<file path="src/rtl/uart_rx_pkg.sv">
package uart_rx_pkg;

  typedef enum logic [2:0] {
    ST_IDLE, ST_START, ST_DATA, ST_PAR, ST_STOP, ST_BRKWAIT
  } rx_state_e;

  localparam logic [1:0] PAR_NONE  = 2'd0;
  localparam logic [1:0] PAR_EVEN  = 2'd1;
  localparam logic [1:0] PAR_ODD   = 2'd2;
  localparam logic [1:0] PAR_FORCE = 2'd3;

  typedef struct packed {
    logic [7:0] data;
    logic       perr;
    logic       ferr;
    logic       brk;
  } rx_char_t;

endpackage

</file>
<file path="src/rtl/uart_rx_deframer.sv">
module uart_rx_deframer
  import uart_rx_pkg::*;
#(
  parameter int OSR = 16
) (
  input  logic       clk_i,
  input  logic       rst_ni,
  input  logic       tick_i,
  input  logic       rxd_i,
  input  logic [1:0] len_sel_i,
  input  logic [1:0] par_mode_i,
  input  logic       par_force_i,
  output logic       push_o,
  output rx_char_t   char_o
);
  localparam int PH_W = $clog2(OSR);
  localparam logic [PH_W-1:0] MID = PH_W'(OSR / 2);

  rx_state_e       st_q;
  logic [PH_W-1:0] ph_q;
  logic [2:0]      idx_q;
  logic [7:0]      sh_q;
  logic            ones_q, par_q;

  logic [2:0] last_idx;
  logic       par_on, exp_par, brk_now;

  assign last_idx = {1'b0, len_sel_i} + 3'd4;
  assign par_on   = (par_mode_i != PAR_NONE);
  assign brk_now  = !ones_q && !par_q && !rxd_i;

  always_comb begin
    case (par_mode_i)
      PAR_EVEN:  exp_par = ^sh_q;
      PAR_ODD:   exp_par = ~^sh_q;
      PAR_FORCE: exp_par = par_force_i;
      default:   exp_par = 1'b0;
    endcase
  end

  always_ff @(posedge clk_i or negedge rst_ni) begin
    if (!rst_ni) begin
      st_q   <= ST_IDLE;
      ph_q   <= '0;
      idx_q  <= '0;
      sh_q   <= '0;
      ones_q <= 1'b0;
      par_q  <= 1'b0;
      push_o <= 1'b0;
      char_o <= '0;
    end else begin
      push_o <= 1'b0;
      if (tick_i) begin
        if (st_q == ST_IDLE) begin
          if (!rxd_i) begin
            st_q <= ST_START;
            ph_q <= PH_W'(1);
          end
        end else if (st_q == ST_BRKWAIT) begin
          if (rxd_i) st_q <= ST_IDLE;
        end else begin
          ph_q <= ph_q + 1'b1;
          if (ph_q == MID) begin
            case (st_q)
              ST_START: begin
                if (rxd_i) st_q <= ST_IDLE;  // false start
                else begin
                  st_q   <= ST_DATA;
                  idx_q  <= '0;
                  sh_q   <= '0;
                  ones_q <= 1'b0;
                  par_q  <= 1'b0;
                end
              end
              ST_DATA: begin
                sh_q[idx_q] <= rxd_i;
                ones_q      <= ones_q | rxd_i;
                if (idx_q == last_idx) st_q <= par_on ? ST_PAR : ST_STOP;
                else idx_q <= idx_q + 1'b1;
              end
              ST_PAR: begin
                par_q <= rxd_i;
                st_q  <= ST_STOP;
              end
              ST_STOP: begin
                push_o <= 1'b1;
                if (brk_now) begin
                  char_o.data <= '0;
                  char_o.perr <= 1'b0;
                  char_o.ferr <= 1'b0;
                  char_o.brk  <= 1'b1;
                  st_q        <= ST_BRKWAIT;
                end else begin
                  char_o.data <= sh_q;
                  char_o.perr <= par_on && (par_q != exp_par);
                  char_o.ferr <= !rxd_i;
                  char_o.brk  <= 1'b0;
                  st_q        <= ST_IDLE;
                end
              end
              default: st_q <= ST_IDLE;
            endcase
          end
        end
      end
    end
  end

endmodule

</file>
<file path="src/rtl/uart_rx_queue.sv">
module uart_rx_queue
  import uart_rx_pkg::*;
#(
  parameter int DEPTH = 16,
  localparam int AW = $clog2(DEPTH),
  localparam int LW = AW + 1
) (
  input  logic          clk_i,
  input  logic          rst_ni,
  input  logic          push_i,
  input  rx_char_t      wchar_i,
  input  logic          pop_i,
  input  logic          half_i,
  output rx_char_t      rchar_o,
  output logic          rovr_o,
  output logic          empty_o,
  output logic          full_o,
  output logic [LW-1:0] level_o
);
  rx_char_t        mem_q [DEPTH];
  logic [DEPTH-1:0] ovr_q;
  logic [AW-1:0]   wptr_q, rptr_q, wlast;
  logic [LW-1:0]   cnt_q, limit;
  logic            do_push, do_drop, do_pop;

  assign limit   = half_i ? LW'(DEPTH / 2) : LW'(DEPTH);
  assign full_o  = (cnt_q >= limit);
  assign empty_o = (cnt_q == '0);
  assign level_o = cnt_q;
  assign do_push = push_i && !full_o;
  assign do_drop = push_i && full_o;
  assign do_pop  = pop_i && !empty_o;
  assign wlast   = wptr_q - 1'b1;
  assign rchar_o = mem_q[rptr_q];
  assign rovr_o  = ovr_q[rptr_q];

  always_ff @(posedge clk_i) begin
    if (do_push) mem_q[wptr_q] <= wchar_i;
  end

  always_ff @(posedge clk_i or negedge rst_ni) begin
    if (!rst_ni) begin
      ovr_q  <= '0;
      wptr_q <= '0;
      rptr_q <= '0;
      cnt_q  <= '0;
    end else begin
      if (do_push) begin
        ovr_q[wptr_q] <= 1'b0;
        wptr_q        <= wptr_q + 1'b1;
      end
      if (do_drop) ovr_q[wlast] <= 1'b1;
      if (do_pop) rptr_q <= rptr_q + 1'b1;
      case ({do_push, do_pop})
        2'b10:   cnt_q <= cnt_q + 1'b1;
        2'b01:   cnt_q <= cnt_q - 1'b1;
        default: cnt_q <= cnt_q;
      endcase
    end
  end

endmodule

</file>
<file path="src/rtl/uart_rx_stale_timer.sv">
module uart_rx_stale_timer #(
  parameter int LIMIT_TICKS = 1024,
  localparam int CW = $clog2(LIMIT_TICKS + 1)
) (
  input  logic clk_i,
  input  logic rst_ni,
  input  logic tick_i,
  input  logic clear_i,
  output logic fire_o
);
  logic [CW-1:0] cnt_q;

  always_ff @(posedge clk_i or negedge rst_ni) begin
    if (!rst_ni) begin
      cnt_q  <= '0;
      fire_o <= 1'b0;
    end else if (clear_i) begin
      cnt_q  <= '0;
      fire_o <= 1'b0;
    end else if (tick_i && !fire_o) begin
      if (cnt_q == CW'(LIMIT_TICKS - 1)) fire_o <= 1'b1;
      else cnt_q <= cnt_q + 1'b1;
    end
  end

endmodule

</file>
<file path="src/rtl/uart_rx_fifo.sv">
module uart_rx_fifo
  import uart_rx_pkg::*;
#(
  parameter int DEPTH     = 16,
  parameter int OSR       = 16,
  parameter int WDOG_BITS = 64,
  localparam int LW = $clog2(DEPTH) + 1
) (
  input  logic          clk_i,
  input  logic          rst_ni,
  input  logic          tick16_i,
  input  logic          rxd_i,
  input  logic [1:0]    len_sel_i,
  input  logic [1:0]    par_mode_i,
  input  logic          par_force_i,
  input  logic          fifo_half_i,
  input  logic          pop_i,
  output logic [7:0]    data_o,
  output logic          perr_o,
  output logic          ferr_o,
  output logic          brk_o,
  output logic          ovr_o,
  output logic          empty_o,
  output logic          full_o,
  output logic [LW-1:0] level_o,
  output logic          wdog_o
);
  logic [1:0] sync_q;
  logic       rxd_s, rx_push, wd_clear;
  rx_char_t   rx_char, head;

  always_ff @(posedge clk_i or negedge rst_ni) begin
    if (!rst_ni) sync_q <= 2'b11;
    else         sync_q <= {sync_q[0], rxd_i};
  end
  assign rxd_s = sync_q[1];

  uart_rx_deframer #(.OSR(OSR)) i_deframer (
    .clk_i, .rst_ni,
    .tick_i      (tick16_i),
    .rxd_i       (rxd_s),
    .len_sel_i, .par_mode_i, .par_force_i,
    .push_o      (rx_push),
    .char_o      (rx_char)
  );

  uart_rx_queue #(.DEPTH(DEPTH)) i_queue (
    .clk_i, .rst_ni,
    .push_i  (rx_push),
    .wchar_i (rx_char),
    .pop_i,
    .half_i  (fifo_half_i),
    .rchar_o (head),
    .rovr_o  (ovr_o),
    .empty_o, .full_o, .level_o
  );

  assign data_o = head.data;
  assign perr_o = head.perr;
  assign ferr_o = head.ferr;
  assign brk_o  = head.brk;

  assign wd_clear = rx_push || pop_i || empty_o;

  uart_rx_stale_timer #(.LIMIT_TICKS(WDOG_BITS * OSR)) i_stale (
    .clk_i, .rst_ni,
    .tick_i  (tick16_i),
    .clear_i (wd_clear),
    .fire_o  (wdog_o)
  );

endmodule


</file>
<file path="config.mk">
export PLATFORM = sky130hd
export DESIGN_NAME = uart_rx_fifo
export DESIGN_NICKNAME = d
export VERILOG_FILES = /design/src/rtl/uart_rx_pkg.sv /design/src/rtl/uart_rx_deframer.sv /design/src/rtl/uart_rx_queue.sv /design/src/rtl/uart_rx_stale_timer.sv /design/src/rtl/uart_rx_fifo.sv
export SDC_FILE = /design/constraint.sdc
export NUM_CORES = 1
export LEC_CHECK = 0
export ABC_AREA = 0
export BUFFER_PORTS_ARGS = -buffer_cell sky130_fd_sc_hd__buf_2
export CORE_ASPECT_RATIO = 0.75
export CORE_UTILIZATION = 65
export CTS_BUF_LIST = sky130_fd_sc_hd__clkbuf_8
export CTS_CLUSTER_DIAMETER = 60
export CTS_CLUSTER_SIZE = 24
export DETAILED_ROUTE_END_ITERATION = 8
export HOLD_SLACK_MARGIN = 0.02
export PLACE_DENSITY_LB_ADDON = 0.3
export SLEW_MARGIN = 15
export SYNTH_ARGS = -nofsm -noshare
export SYNTH_HDL_FRONTEND = slang
export SYNTH_SLANG_ARGS = --single-unit
</file>
<file path="constraint.sdc">
create_clock -name clk_i -period 5.15 [get_ports clk_i]
set_input_delay 0.515 -clock clk_i [delete_from_list [all_inputs] [get_ports clk_i]]
set_output_delay 0.515 -clock clk_i [all_outputs]
set_load 0.01 [all_outputs]
</file>
# [Word level (Yosys, flattened, before mapping)]
# Memories as Yosys holds them, arrays and structs flattened.
# Cells that the tools add are included.
[classes] addsub=9 n_mul=0 div=0 n_lt_le_gt_ge=8 n_eq_ne=21 shifts=0 mux=49 n_bitwise=6 reduce_logical=37
[ops] cell="$mux 11" n=4
[ops] cell="$mux 16" n=2
[ops] cell="$mux 3" n=10
[ops] cell="$and 16x16->16" n=1
[ops] cell="$not 16->16" n=1
[ops] cell="$or 16x16->16" n=1
[ops] cell="$pmux 8 s2" n=1
[ops] cell="$lt 4x5->1 const B" n=3
[ops] cell="$mux 1" n=15
[ops] cell="$add 4x1->4 const B" n=3
[ops] cell="$mux 4" n=3
[ops] cell="$pmux 3 s4" n=1
[ops] cell="$reduce_and 6->1" n=2
[ops] cell="$reduce_bool 2->1" n=6
[ops] cell="$add 11x1->11 const B" n=1
[ops] cell="$eq 11x10->1 const B" n=1
[ops] cell="$logic_and 1x1->1" n=10
[ops] cell="$pmux 5 s2" n=1
[ops] cell="$reduce_and 5->1" n=2
[ops] cell="$bwmux 8" n=1
[ops] cell="$demux 1 s4" n=2
[ops] cell="$ge 4x1->1 const B" n=2
[ops] cell="$mux 8" n=1
[ops] cell="$reduce_xnor 8->1" n=1
[ops] cell="38 further kinds" n=55
[word_totals] regBits=75 latchBits=0 ram_bits=176 romBits=0 inputBits=11 out_inout_bits=20 elab_cells=149 mem_count=1
[memory_table] name="i_queue.mem_q" words=16 width=11 rd=1 rd_ports_with_merged_regs=0 write_ports=1 line_no="uart_rx_queue.sv:20" source="rx_char_t mem_q [DEPTH];"

# [Logic depth before layout (Yosys ltp)]
[depth] word_depth=9 depth_mapped=14 ltp_nobuf=13

# [Hierarchy]
# A second synthesis with hierarchy kept.
[unflattened] cells_unflattened=784 hier_area_um2=10946.7
[modules_own_cells] mod="uart_rx_queue" n_inst=1 cells_per_inst=518 area_per_inst_um2=8460.6 seq_area_each_um2=6010.8
[modules_own_cells] mod="uart_rx_deframer" n_inst=1 cells_per_inst=198 area_per_inst_um2=1773.0 seq_area_each_um2=800.8
[modules_own_cells] mod="uart_rx_stale_timer" n_inst=1 cells_per_inst=65 area_per_inst_um2=654.4 seq_area_each_um2=300.3
[modules_own_cells] mod="uart_rx_fifo" n_inst=1 cells_per_inst=3 area_per_inst_um2=58.8 seq_area_each_um2=52.6

# [Worst setup path after synthesis]
# No wires, ideal clock.
[synth_timing] kind="register to register" from="register i_queue.cnt_q[3], in the netlist i_queue.level_o[3]" to="memory i_queue.mem_q[0][0] (netlist bit) (enable)" setup_time_ps=411 arrival_ps=2598 slack_ps=2141 path_stages_with_launch=8 n_path_buf=1 path_cell_list="dfrtp_1 -> inv_1 -> ha_1 -> nor4b_1 -> o21ai_1 -> nand2b_1 -> buf_2 -> nor4_1"
[synth_via] elab_chain_len=5
[synth_rtl] item="start: declaration" line_no="uart_rx_queue.sv:23" source="logic [LW-1:0] cnt_q, limit;"
[synth_rtl] item="start signal: assignment" line_no="uart_rx_queue.sv:55" source="2'b10: cnt_q <= cnt_q + 1'b1;"
[synth_rtl] item="start signal: assignment" line_no="uart_rx_queue.sv:56" source="2'b01: cnt_q <= cnt_q - 1'b1;"
[synth_rtl] item="start signal: assignment" line_no="uart_rx_queue.sv:57" source="default: cnt_q <= cnt_q;"
[synth_rtl] item="$ge 5x5->1" line_no="uart_rx_queue.sv:27" source="assign full_o = (cnt_q >= limit);"
[synth_rtl] item="$logic_not 1->1" line_no="uart_rx_queue.sv:30" source="assign do_push = push_i && !full_o;"
[synth_rtl] item="$logic_and 1x1->1" line_no="uart_rx_queue.sv:30"
[synth_rtl] item="$mux 1" line_no="uart_rx_queue.sv:38" source="if (do_push) mem_q[wptr_q] <= wchar_i;"
[synth_rtl] item="$mux 1 (not written as such)" line_no="uart_rx_queue.sv:38"
[synth_rtl] item="end: declaration" line_no="uart_rx_queue.sv:20"
# No other way between the ends.

# [Worst setup path after layout]
[layout_timing] from="register i_queue.rptr_q[0]" to="output port data_o[7]"
[layout_via] elab_chain_len=1
[layout_rtl] item="start: declaration" line_no="uart_rx_queue.sv:22" source="logic [AW-1:0] wptr_q, rptr_q, wlast;"
[layout_rtl] item="start signal: assignment" line_no="uart_rx_queue.sv:53" source="if (do_pop) rptr_q <= rptr_q + 1'b1;"
[layout_rtl] item="$mem_v2 16x11"
[layout_rtl] item="end: declaration" line_no="uart_rx_fifo.sv:18" source="output logic [7:0] data_o,"
# No other way between the ends.

==> impl_metrics.py <==
metrics = {
    "status": {
        "status": "finished, violations left",
        "violations": "design-rule violations",
    },
    "sta": {
        "post-route-min-period_ps": 3760,
        "slew_violations": 0,
        "worst_slew_pin_slew_ps": 1130,
        "finalHoldViolations": 0,
        "max_slew_margin_pct": 24.1,
        "fmax_ghz": 0.266,
        "fin_skew_ps": 28.6,
        "fin_tns_setup_ps": 0,
        "min_period_over_period_pct": 73.0,
        "setup_viol": 0,
        "rsz0062_at_grt": "no",
    },
    "synth": {
        "synth_area_per_cell_um2": 15.6,
        "synth_area_leader_cell": "edfxtp_1",
        "synth_top_cell_area_share_pct": 48.1,
        "syn_nets": 734,
        "synth_compound_area_share_pct": 6.36,
        "yosysWarnings": 0,
        "synth_top_family_by_area": "multiplexers",
        "synthAdderAreaFrac_pct": 1.82,
        "synthSimpleGateAreaFrac_pct": 6.82,
        "post-synth-top-count-cell": "edfxtp_1",
        "synth_area_um2": 11000,
        "synthFlopType": "edfxtp_1",
        "synth_area_leaders": "edfxtp_1 48%, dfrtp_1 17%, mux4_1 8.4%",
        "ys_ff_latch": 251,
        "synth-edff-count": 176,
        "synth-seq-area-share_pct": 65.2,
        "synth_xor_area_share_pct": 2.63,
        "synth_top_cells_by_count": "176 x edfxtp_1, 73 x dfrtp_1, 48 x nand2_1, 41 x o21ai_0, 35 x mux4_1",
        "synthMuxAreaShare_pct": 14.1,
        "synth-async-reset-ratio_pct": 29.9,
        "ys_types": 57,
        "synthCells": 707,
    },
    "cts": {
        "ctsResizeCount": 0,
        "clkLatencyLatePin_ps": 520,
        "cts_tree": "built",
        "clockBufferDepth": 3,
        "clk_pin_slew_ps": 120,
        "cts_buffers": 15,
        "cts-root-buf": "clkbuf_8",
        "h-tree-depth": 1,
        "cts_setup_buffers": 0,
        "cts_sinks": 251,
        "hold_buffers": 0,
    },
    "power": {
        "power.internal_mw": 3.26,
        "p_sw_share_pct": 31.9,
        "power_density_nw_per_um2": 414,
        "seqPwrFrac_pct": 53.5,
        "vdd_drop_max_v": 0.000268,
        "total_power_mw": 4.79,
        "clkPwrFrac_pct": 18.6,
        "pwr-share-comb_pct": 27.9,
        "p_sw_mw": 1.53,
        "p_leak_nw": 4.17,
    },
    "critical_path": {
        "cp-start-kind": "flop",
        "regToRegSetupSlack_ps": 1970,
        "timing.rr.start": "i_queue.level_o[3]",
        "critPathRequiredTime_ps": 4640,
        "critPathKind": "reg -> out",
        "rr_endpoint": "i_queue.mem_q[5][0]",
        "arrival_ps": 3240,
        "end_kind": "output pin",
        "reg2reg_depth": 6,
        "cp_max_fo": 31,
    },
    "grt": {
        "grt.overflow.total": 0,
        "grt.total_usage_pct": 25.3,
        "grt_pass1_vias": 5963,
        "antenna_found_initial": 0,
        "grt_pass1_wl_mm": 33.3,
        "grt_max_degree": 76,
    },
    "finish": {
        "antenna_cells": 0,
        "nets": 741,
        "num-fill-cells": 1000,
        "syn_to_final_growth_pct": 5.10,
        "drive_above_1_share_pct": 14.7,
    },
    "floorplan": {
        "die_x_um": 152,
        "num_rows": 40,
        "die_h_um": 115,
        "die_area_um2": 17400,
        "core_area_um2": 16300,
        "start_util_pct": 67.6,
        "num_io_pins": 31,
    },
    "route": {
        "vias": 6062,
        "wl_per_cell_um": 22.5,
        "drt_iter0_markers": 583,
        "drc": 3,
        "vias_per_cell": 6.50,
        "antenna_left": 0,
        "finalWirelength_mm": 20.9,
        "firstDrtPassIters": 7,
    },
    "place": {
        "place.gp.congestion": 0.855,
        "dpl.hpwl_mm": 14.3,
        "portBuffers": 30,
    },
    "job": {
        "drv_cap": 0,
    },
    "hold_path": {
        "min_path_cells": 1,
        "hold_class": "in -> reg",
        "min_delay_worst_endpoint": "sync_q[0]",
        "holdCritStartpoint": "rxd_i",
    },
}
-- worst max-delay path by stage --
stage | startpoint | endpoint | slack, ps | depth (start not counted)
3_5_place_dp | fifo_half_i | i_queue.ovr_q[5] | 1880 | 7
2_1_floorplan | i_queue.level_o[3] | i_queue.mem_q[0][0] | 2140 | 7
5_1_grt | i_queue.rptr_q[0] | data_o[7] | 1260 | 4
4_1_cts | i_queue.rptr_q[0] | data_o[7] | 1350 | 4
6_report | i_queue.rptr_q[0] | data_o[7] | 1390 | 4
3_3_place_gp | fifo_half_i | i_queue.mem_q[14][9] | 1970 | 6
-- logic make-up (layout without fill, tap and decap cells) --
| family | Yosys count | count (layout) |
|---|---|---|
| AOI/OAI and AO/OA | 116 | 116 |
| xor gates and xnor gates | 33 | 33 |
| adders and majority gates | 16 | 16 |
| buffers and inverters | 74 | 89 |
| DFF | 251 | 251 |
| muxes | 66 | 66 |
| and+or+nand+nor | 151 | 151 |
-- critical path: stages, from the launching register on --
cell	delay, ps
dfrtp_2	770
buf_4	560
mux4_1	690
mux4_2	510
buf_2	160
-- metal layers --
metal / track usage, % / wire length, um / vias to the layer above
li1: - / - / 2754
met1: 37.7 / 9280 / 3045
met2: 40.9 / 9720 / 234
met3: 3.37 / 1500 / 29
met4: 5.99 / 430 / 0
met5: 0 / 0 / -
-- stage by stage --
stage	worst slack (ps)	area (um2)	utilization [%]	hold slack (ps)	std cells
after global routing	1260	11600	71.0	91.8	932
final	1390	11600	71.0	106	932
after detailed placement	1880	11300	69.4	349	907
after floorplan	2140	11000	-	219	707
after CTS	1350	11600	71.0	87.2	932
after global placement	1970	11300	69.4	349	907
-- layout by cell type (no fill, tap or decap), drive strengths merged, types with 2 or more instances in the layout --
| cell | n |
|---|---|
| o21ai | 42 |
| a22oi | 3 |
| nor3 | 19 |
| mux4 | 60 |
| nor2b | 6 |
| xnor2 | 25 |
| nor3b | 2 |
| o22ai | 14 |
| nor4 | 6 |
| and3 | 2 |
| edfxtp | 176 |
| nand4 | 7 |
| ha | 16 |
| o31ai | 4 |
| mux2 | 5 |
| o211ai | 3 |
| or3 | 8 |
| nand3b | 2 |
| nor2 | 28 |
| o21a | 2 |
| clkbuf | 15 |
| inv | 37 |
| a22o | 2 |
| a31oi | 9 |
| a21o | 3 |
| clkinv | 2 |
| nand3 | 12 |
| xor2 | 8 |
| dfstp | 2 |
| a41oi | 5 |
| o2bb2ai | 2 |
| dfrtp | 73 |
| nand2 | 48 |
| a21oi | 22 |
| buf | 34 |
| nand2b | 5 |
-- power groups by stage --
| stage | logic (mW) | registers, mW | clock network (mW) |
|---|---|---|---|
| floorplan | 1.20 | 2.36 | 0 |
| global placement | 1.29 | 2.59 | 0 |
| detailed placement | 1.33 | 2.61 | 0 |
| CTS | 1.34 | 2.56 | 0.909 |
| global route | 1.43 | 2.60 | 0.979 |
| finish | 1.33 | 2.56 | 0.889 |
-- state kept, by name, indices dropped and copies added (netlist names), 4 cells and up --
register,flops
i_queue.mem_q,176
i_queue.wptr_q,4
i_queue.rptr_q,4
i_queue.level_o,5
i_stale.cnt_q,11
i_deframer.ph_q,4
i_queue.ovr_q,16
i_deframer.sh_q,8
i_deframer.char_o,11
-- cell type report --
cell class	instances	area, um2	share of cell area (%)
Clock buffer	15	206	1.79
Multi-Input combinational cell	382	3560	30.8
Tap cell	210	263	2.27
Clock inverter	10	67.6	0.585
Inverter	30	113	0.975
Timing Repair Buffer	34	183	1.58
Sequential cell	251	7170	62.0
(Power assumes the default switching activity.)
